===== config.mk =====
export PLATFORM = sky130hd
export DESIGN_NAME = coll_retry_ctrl
export DESIGN_NICKNAME = d
export VERILOG_FILES = /design/src/rtl/jrc_pkg.sv /design/src/rtl/jrc_jam_timer.sv /design/src/rtl/jrc_attempt_ctr.sv /design/src/rtl/jrc_status.sv /design/src/rtl/coll_retry_ctrl.sv
export SDC_FILE = /design/constraint.sdc
export NUM_CORES = 1
export LEC_CHECK = 0
export BUFFER_PORTS_ARGS = -buffer_cell sky130_fd_sc_hd__buf_2
export CAP_MARGIN = 10
export CORE_MARGIN = 2
export CORE_UTILIZATION = 35
export CTS_CLUSTER_DIAMETER = 120
export DETAILED_ROUTE_END_ITERATION = 7
export GPL_TIMING_DRIVEN = 1
export SLEW_MARGIN = 20
export SYNTH_ARGS = -nofsm -noshare
export SYNTH_HDL_FRONTEND = slang
export SYNTH_SLANG_ARGS = --single-unit

===== constraint.sdc =====
create_clock -name clk -period 3.8 [get_ports clk]
set_input_delay 0.38 -clock clk [delete_from_list [all_inputs] [get_ports clk]]
set_output_delay 0.38 -clock clk [all_outputs]
set_load 0.1 [all_outputs]

===== src/rtl/jrc_pkg.sv =====
package jrc_pkg;

  typedef enum logic [1:0] {
    CS_IDLE   = 2'd0,
    CS_ACTIVE = 2'd1,
    CS_JAM    = 2'd2,
    CS_WAIT   = 2'd3
  } ctl_state_t;

  localparam logic [1:0] STG_IDLE = 2'b00;
  localparam logic [1:0] STG_PRE  = 2'b01;
  localparam logic [1:0] STG_DATA = 2'b10;

  // retries made = attempts - 1
  function automatic logic flag_one(input int unsigned attempts);
    return attempts == 2;
  endfunction

  function automatic logic flag_more(input int unsigned attempts);
    return attempts > 2;
  endfunction

endpackage


===== src/rtl/jrc_jam_timer.sv =====
module jrc_jam_timer #(
  parameter int JAM_BITS = 32
) (
  input  logic clk,
  input  logic rst_n,
  input  logic start,
  output logic busy,
  output logic last
);
  localparam int CW = (JAM_BITS > 1) ? $clog2(JAM_BITS) : 1;

  logic [CW-1:0] cnt;

  assign last = busy && (cnt == CW'(JAM_BITS - 1));

  always_ff @(posedge clk) begin
    if (!rst_n) begin
      busy <= 1'b0;
      cnt  <= '0;
    end else if (start) begin
      busy <= 1'b1;
      cnt  <= '0;
    end else if (busy) begin
      if (last) busy <= 1'b0;
      else      cnt  <= cnt + 1'b1;
    end
  end
endmodule


===== src/rtl/jrc_attempt_ctr.sv =====
module jrc_attempt_ctr #(
  parameter int MAX_ATT = 16,
  parameter int ATT_W   = $clog2(MAX_ATT + 1)
) (
  input  logic             clk,
  input  logic             rst_n,
  input  logic             clr,
  input  logic             inc,
  output logic [ATT_W-1:0] count,
  output logic             at_limit
);
  assign at_limit = (count == ATT_W'(MAX_ATT));

  always_ff @(posedge clk) begin
    if (!rst_n)                 count <= '0;
    else if (clr)               count <= ATT_W'(1);
    else if (inc && !at_limit)  count <= count + 1'b1;
  end
endmodule


===== src/rtl/jrc_status.sv =====
module jrc_status #(
  parameter int ATT_W = 5
) (
  input  logic             clk,
  input  logic             rst_n,
  input  logic             clr,
  input  logic             ok,
  input  logic             give_up,
  input  logic [ATT_W-1:0] attempts,
  output logic             st_one,
  output logic             st_more,
  output logic             st_fail
);
  import jrc_pkg::*;

  always_ff @(posedge clk) begin
    if (!rst_n || clr) begin
      st_one  <= 1'b0;
      st_more <= 1'b0;
      st_fail <= 1'b0;
    end else if (give_up) begin
      st_one  <= 1'b0;
      st_more <= 1'b0;
      st_fail <= 1'b1;
    end else if (ok) begin
      st_one  <= flag_one(int'(attempts));
      st_more <= flag_more(int'(attempts));
      st_fail <= 1'b0;
    end
  end
endmodule


===== src/rtl/coll_retry_ctrl.sv =====
module coll_retry_ctrl #(
  parameter int BIT_W     = 16,
  parameter int SLOT_BITS = 512,
  parameter int JAM_BITS  = 32,
  parameter int MAX_ATT   = 16
) (
  input  logic                           clk,
  input  logic                           rst_n,
  input  logic                           frame_start,
  input  logic [1:0]                     tx_stage,
  input  logic [BIT_W-1:0]               bit_cnt,
  input  logic                           col_det,
  input  logic                           tx_done,
  input  logic                           retry_dis,
  input  logic                           backoff_done,
  output logic                           jam_en,
  output logic                           tx_abort,
  output logic                           backoff_req,
  output logic [$clog2(MAX_ATT+1)-1:0]   backoff_attempt,
  output logic                           frame_done,
  output logic                           fifo_flush,
  output logic                           st_one,
  output logic                           st_more,
  output logic                           st_fail
);
  import jrc_pkg::*;

  localparam int ATT_W = $clog2(MAX_ATT + 1);

  ctl_state_t       st;
  logic             pend;
  logic [ATT_W-1:0] att;
  logic             at_limit;
  logic             jam_busy, jam_last;

  // named internal events
  logic in_pre, in_data, in_slot;
  logic ev_new, ev_coll_pre, ev_start_jam, ev_success;
  logic ev_jam_end, ev_give_up, ev_retry, ev_resume;

  assign in_pre  = (tx_stage == STG_PRE);
  assign in_data = (tx_stage == STG_DATA);
  assign in_slot = (bit_cnt < BIT_W'(SLOT_BITS));

  assign ev_new       = (st == CS_IDLE) && frame_start;
  assign ev_coll_pre  = (st == CS_ACTIVE) && in_pre && col_det;
  assign ev_start_jam = (st == CS_ACTIVE) && in_data && (pend || (col_det && in_slot));
  assign ev_success   = (st == CS_ACTIVE) && in_data && tx_done && !ev_start_jam;
  assign ev_jam_end   = (st == CS_JAM) && jam_last;
  assign ev_give_up   = ev_jam_end && (retry_dis || at_limit);
  assign ev_retry     = ev_jam_end && !ev_give_up;
  assign ev_resume    = (st == CS_WAIT) && backoff_done;

  jrc_jam_timer #(.JAM_BITS(JAM_BITS)) u_jam (
    .clk   (clk),
    .rst_n (rst_n),
    .start (ev_start_jam),
    .busy  (jam_busy),
    .last  (jam_last)
  );

  jrc_attempt_ctr #(.MAX_ATT(MAX_ATT), .ATT_W(ATT_W)) u_att (
    .clk      (clk),
    .rst_n    (rst_n),
    .clr      (ev_new),
    .inc      (ev_resume),
    .count    (att),
    .at_limit (at_limit)
  );

  jrc_status #(.ATT_W(ATT_W)) u_stat (
    .clk      (clk),
    .rst_n    (rst_n),
    .clr      (ev_new),
    .ok       (ev_success),
    .give_up  (ev_give_up),
    .attempts (att),
    .st_one   (st_one),
    .st_more  (st_more),
    .st_fail  (st_fail)
  );

  assign jam_en = jam_busy;

  always_ff @(posedge clk) begin
    if (!rst_n) begin
      st   <= CS_IDLE;
      pend <= 1'b0;
    end else begin
      unique case (st)
        CS_IDLE: if (ev_new) begin
          st   <= CS_ACTIVE;
          pend <= 1'b0;
        end
        CS_ACTIVE: begin
          if (ev_coll_pre) pend <= 1'b1;
          if (ev_start_jam)    st <= CS_JAM;
          else if (ev_success) st <= CS_IDLE;
        end
        CS_JAM: begin
          if (ev_give_up)    st <= CS_IDLE;
          else if (ev_retry) st <= CS_WAIT;
        end
        CS_WAIT: if (ev_resume) begin
          st   <= CS_ACTIVE;
          pend <= 1'b0;
        end
        default: st <= CS_IDLE;
      endcase
    end
  end

  always_ff @(posedge clk) begin
    if (!rst_n) begin
      tx_abort        <= 1'b0;
      backoff_req     <= 1'b0;
      backoff_attempt <= '0;
      frame_done      <= 1'b0;
      fifo_flush      <= 1'b0;
    end else begin
      tx_abort    <= ev_start_jam;
      backoff_req <= ev_retry;
      frame_done  <= ev_success || ev_give_up;
      fifo_flush  <= ev_give_up;
      if (ev_retry) backoff_attempt <= att;
    end
  end
endmodule


; Yosys cells after proc, flatten, opt, wreduce, memory -nomap -nowiden
; Cells that the tools add are included.
[classes]
addsub = 2
order_cmp = 2
eq_ne = 13
mux = 18
n_bitwise = 2
n_reduce_logical = 32
[op_table]
columns = operator, n
row1 = $lt A16 B10 Y1 const B, 1
row2 = $logic_and A1 B1 Y1, 14
row3 = $mux W2, 6
row4 = $add A5 B1 Y5 const B, 2
row5 = $eq A5 B5 Y1 const B, 2
row6 = $mux W1, 10
row7 = $pmux W2 S4, 1
row8 = $reduce_and A4 Y1, 2
row9 = $eq A2 B2 Y1 const B, 3
row10 = $ne A3 B3 Y1 const B, 2
row11 = $reduce_or A2 Y1, 3
row12 = $eq A5 B2 Y1 const B, 1
row13 = $gt A5 B2 Y1 const B, 1
row14 = $eq A2 B1 Y1 const B, 2
row15 = $logic_not A1 Y1, 4
row16 = $logic_or A1 B1 Y1, 4
row17 = $ne A2 B1 Y1 const B, 2
row18 = $reduce_bool A2 Y1, 2
row19 = $pmux W1 S3, 1
row20 = $reduce_bool A3 Y1, 1
row21 = $logic_not A2 Y1, 1
row22 = $ne A2 B2 Y1 const B, 1
row23 = $not A1 Y1, 2
row24 = $reduce_and A2 Y1, 1
[word_totals]
reg_bits = 26
out_inout_bits = 13
word_cells = 83

; Longest topological paths before layout
[depth]
ltp_word = 9
ltp_mapped = 8
depth_no_buf = 7

; By module
; From an unflattened synthesis, not the netlist that was laid out.
[unflattened]
cells_unflattened = 143
area_unflattened_um2 = 1368.8
[by_module_without_submodules]
columns = mod, n_inst, cells_per_inst, area_per_inst_um2, seq_area_each_um2
row1 = coll_retry_ctrl, 1, 72, 684.4, 240.2
row2 = jrc_jam_timer, 1, 29, 274.0, 120.1
row3 = jrc_attempt_ctr, 1, 28, 270.3, 100.1
row4 = jrc_status, 1, 14, 140.1, 60.1

; Worst setup path before layout
; Ideal clock, no wire load.
[synth_path]
kind = reg-to-reg
from = register u_jam.busy
to = register st[0]
setup_ps = 88
arrival_ps = 1838
path_slack_ps = 1874
stages_incl_launch_ff = 5
path_buffers = 0
synth_period_minus_slack_ps = 1926
path_cell_list = dfxtp_1 a21boi_0 a2111oi_2 a21oi_1 a311oi_2
[synth_via]
elab_chain_cells = 7
word_cells_on_any_way = 9
classes_between = eq/ne: 1 / mux: 2 / reduce/logical: 6
[synth_rtl]
columns = item, line_no
row1 = "start, declared", jrc_jam_timer.sv:7  ; output logic busy,
row2 = "start signal, assigned", jrc_jam_timer.sv:18  ; busy <= 1'b0;
row3 = "start signal, assigned", jrc_jam_timer.sv:21  ; busy <= 1'b1;
row4 = "start signal, assigned", jrc_jam_timer.sv:24  ; if (last) busy <= 1'b0;
row5 = $logic_and A1 B1 Y1 *, jrc_jam_timer.sv:14  ; assign last = busy && (cnt == CW'(JAM_BITS - 1));
row6 = $logic_and A1 B1 Y1 *, coll_retry_ctrl.sv:49  ; assign ev_jam_end = (st == CS_JAM) && jam_last;
row7 = $logic_and A1 B1 Y1, coll_retry_ctrl.sv:50  ; assign ev_give_up = ev_jam_end && (retry_dis || at_limit);
row8 = $logic_not A1 Y1, coll_retry_ctrl.sv:51  ; assign ev_retry = ev_jam_end && !ev_give_up;
row9 = $logic_and A1 B1 Y1, coll_retry_ctrl.sv:51
row10 = $ne A3 B3 Y1 (no source line), --
row11 = $reduce_and A4 Y1 (no source line), --
row12 = "end signal, assigned", coll_retry_ctrl.sv:87  ; st <= CS_IDLE;
row13 = "end signal, assigned", coll_retry_ctrl.sv:92  ; st <= CS_ACTIVE;
row14 = "end signal, assigned", coll_retry_ctrl.sv:97  ; if (ev_start_jam) st <= CS_JAM;
row15 = "end, declared", coll_retry_ctrl.sv:30  ; ctl_state_t st;
; Every way passes the cells marked *; elsewhere a longest branch is shown, timed or not.
; A chain may end at the register's enable or synchronous reset.

; Final worst setup path
[layout_path]
from = register u_jam.cnt[0]
to = register u_jam.cnt[3]
[layout_via]
elab_chain_cells = 4
word_cells_on_any_way = 5
classes_between = add/sub: 1 / eq/ne: 1 / bitwise: 1 / reduce/logical: 2
[layout_rtl]
columns = item, line_no
row1 = "start, declared", jrc_jam_timer.sv:12  ; logic [CW-1:0] cnt;
row2 = "start signal, assigned", jrc_jam_timer.sv:25  ; else cnt <= cnt + 1'b1;
row3 = "parallel branches: the longest is 4 deep, another holds $add A5 B1 Y5", --
; Several ways; the timed one is not identified.

==> impl_metrics.tcl <==
set metrics [dict create \
    synth_top_family_by_area "simple AND/OR/NAND/NOR gates" \
    finClkSkew_ns 0.00457 \
    min_path_type "input pin to flop" \
    grt_max_degree 15 \
    drt_wl_total_mm 2.63 \
    grt_pass1_vias 1063 \
    synthSimpleGateAreaFrac 0.230 \
    core_sq_um 3610 \
    path_clk_slew_ns 0.08 \
    port_buffers 28 \
    cts_resized 0 \
    place_area_sq_um 1490 \
    final-setup-viol-count 0 \
    yosysSeqAreaShare 0.401 \
    synth_fp_nets 168 \
    tightest_slew_ns 0.497 \
    grt.total_usage 0.140 \
    grt_antenna_before_repair 0 \
    ys_warn_count 0 \
    vias 1039 \
    synth.top_cells.by_count "26 x dfxtp_1, 19 x nor2_1, 10 x ha_1, 8 x inv_1, 8 x mux2i_1" \
    hold_viol 0 \
    clk_path_buf_depth 2 \
    synthFlopType "dfxtp_1" \
    synth.avg_cell_area_sq_um 9.77 \
    period_needed_ns 1.89 \
    cts.sinks 26 \
    endpoint_kind "flop" \
    synthDistinctLibCells 37 \
    overflow 0 \
    synth_mux_area_frac 0.0617 \
    slew_headroom 0.668 \
    syn_inst 133 \
    yosys.area.top_type "dfxtp_1" \
    start_kind "flop" \
    ys_async_sr_fraction 0 \
    maxSlewViolCount 0 \
    holdWs_ns 0.349 \
    yosysMostFrequentCell "dfxtp_1" \
    hold_buffers 0 \
    crit_fanout 6 \
    cts_tree "built" \
    synth_compound_area_frac 0.135 \
    io_pins 38 \
    die_h_um 64.9 \
    timing.final.crit_share 0.497 \
    detail-route-antenna-nets 0 \
    htree_levels 1 \
    status "complete, no violations" \
    rsz0062_at_grt "no" \
    vdd_drop_max_mv 0.216 \
    synth-xor-area-share 0.0472 \
    diodes 0 \
    synth_edf_count 0 \
    arrival_ns 2.04 \
    synth_area_leaders "dfxtp_1 40%, ha_1 9.6%, mux2i_1 6.2%, nor2_1 5.5%, a21oi_1 2.7%" \
    firstDrtPassIters 4 \
    stdcell_area_sq_um 1550 \
    drt-initial-drc-count 23 \
    dp_hpwl_mm 2.06 \
    drt-wirelength-per-cell_um 12.4 \
    areaGrowthSynthToFinish_pct 19.1 \
    synth-seq-cells 26 \
    finalNetCount 199 \
    yosys.area.top_type_share 0.401 \
    drive_gt1_frac 0.258 \
    numCtsBuffers 3 \
    dieArea_sq_um 4210 \
    p_leak_nw 0.619 \
    postCtsSetupRepairBufs 0 \
    initial_utilization 0.360 \
    place.gp.congestion 0.826 \
    netlist_area_sq_um 1300 \
    setup_tns_ns 0 \
    powerDensity_nw_per_um2 337 \
    insertion_delay_ns 0.27 \
    grt_pass1_wl_mm 4.54 \
    cts-root-buf "clkbuf_8" \
    fmax_mhz 530 \
    cp.required_ns 3.96 \
    drc 0 \
    path_class "flop to flop" \
    final_core_util 0.429 \
    vias_per_cell 4.92 \
    synth_fa_ha_area_frac 0.0963 \
    die_w_um 64.9 \
    rows 22 \
    maxCapViolCount 0 \
]
logic make-up (layout without fill, tap and decap cells):
kind of cell / Yosys count / count (layout)
muxes: 8 / 8
AOI/OAI and AO/OA: 20 / 20
and+or+nand+nor: 52 / 52
buffers and inverters: 10 / 40
adders and majority gates: 10 / 10
DFF: 26 / 26
xor gates and xnor gates: 7 / 7
worst max-delay path, stage by stage, from the launching register on:
cell     delay (ns)
dfxtp_1        0.34
ha_1           0.21
and3_1         0.19
ha_1           0.22
nor2b_1        0.41
nand4_1        0.18
xor2_1         0.17
nor2_1         0.05
layout make-up:
class                   count  area [sq um]
clock buffers               4          55.1
multi-input cells          97           741
well taps                  48          60.1
inverters                   8          30.0
fillers                   377          2060
flip-flops and latches     26           520
repair buffers             28           140
power by group:
part,total [mW],switching (mW),internal (mW)
combinational,0.0649,0.0379,0.0270
sequential,0.282,0.00519,0.276
clock,0.175,0.0822,0.0926
final timing paths:
path / startpoint / endpoint / slack, ns / depth (start not counted)
min: retry_dis / backoff_req / 0.35 / 2
min reg2reg: u_stat.st_one / u_stat.st_one / 0.47 / 2
max reg2reg: u_jam.cnt[0] / u_jam.cnt[3] / 1.91 / 7
max: u_jam.cnt[0] / u_jam.cnt[3] / 1.91 / 7
layout by cell type (no fill, tap or decap), types with 2 or more instances in the layout:
cell and instances:
xnor2_1 3, ha_1 10, clkbuf_8 4, nand4_1 4
nand2_1 6, dfxtp_1 26, nand2b_1 3, inv_1 8
nor3_1 2, nor4_1 2, nor2b_1 3, mux2i_1 8
xor2_1 4, nand3_1 3, buf_2 28, nor2_1 19
a21oi_1 7, o21ai_0 2, and2_1 2
state kept, by name (all words and copies together), names as in the netlist:
register / cells
backoff_attempt: 5
u_att.count: 5
u_jam.cnt: 5
st: 2
backoff_req: 1
fifo_flush: 1
frame_done: 1
pend: 1
tx_abort: 1
u_jam.busy: 1
u_stat.st_fail: 1
u_stat.st_more: 1
u_stat.st_one: 1
through the flow:
stage / total power [mW] / instances / setup WS (ns)
floorplan: 0.331 / 133 / 1.87
global placement: 0.350 / 207 / 1.96
detailed placement: 0.352 / 207 / 1.89
CTS: 0.529 / 211 / 1.87
global route: 0.545 / 211 / 1.76
finish: 0.521 / 211 / 1.91
per-layer routing:
layer	routed length, um	global-route usage	vias up
li1	-	-	528
met1	1090	0.145	495
met2	1420	0.265	14
met3	106	0.0469	2
met4	14	0.0399	0
met5	0	0	-
No activity file was read; power rests on OpenSTA's default activity.
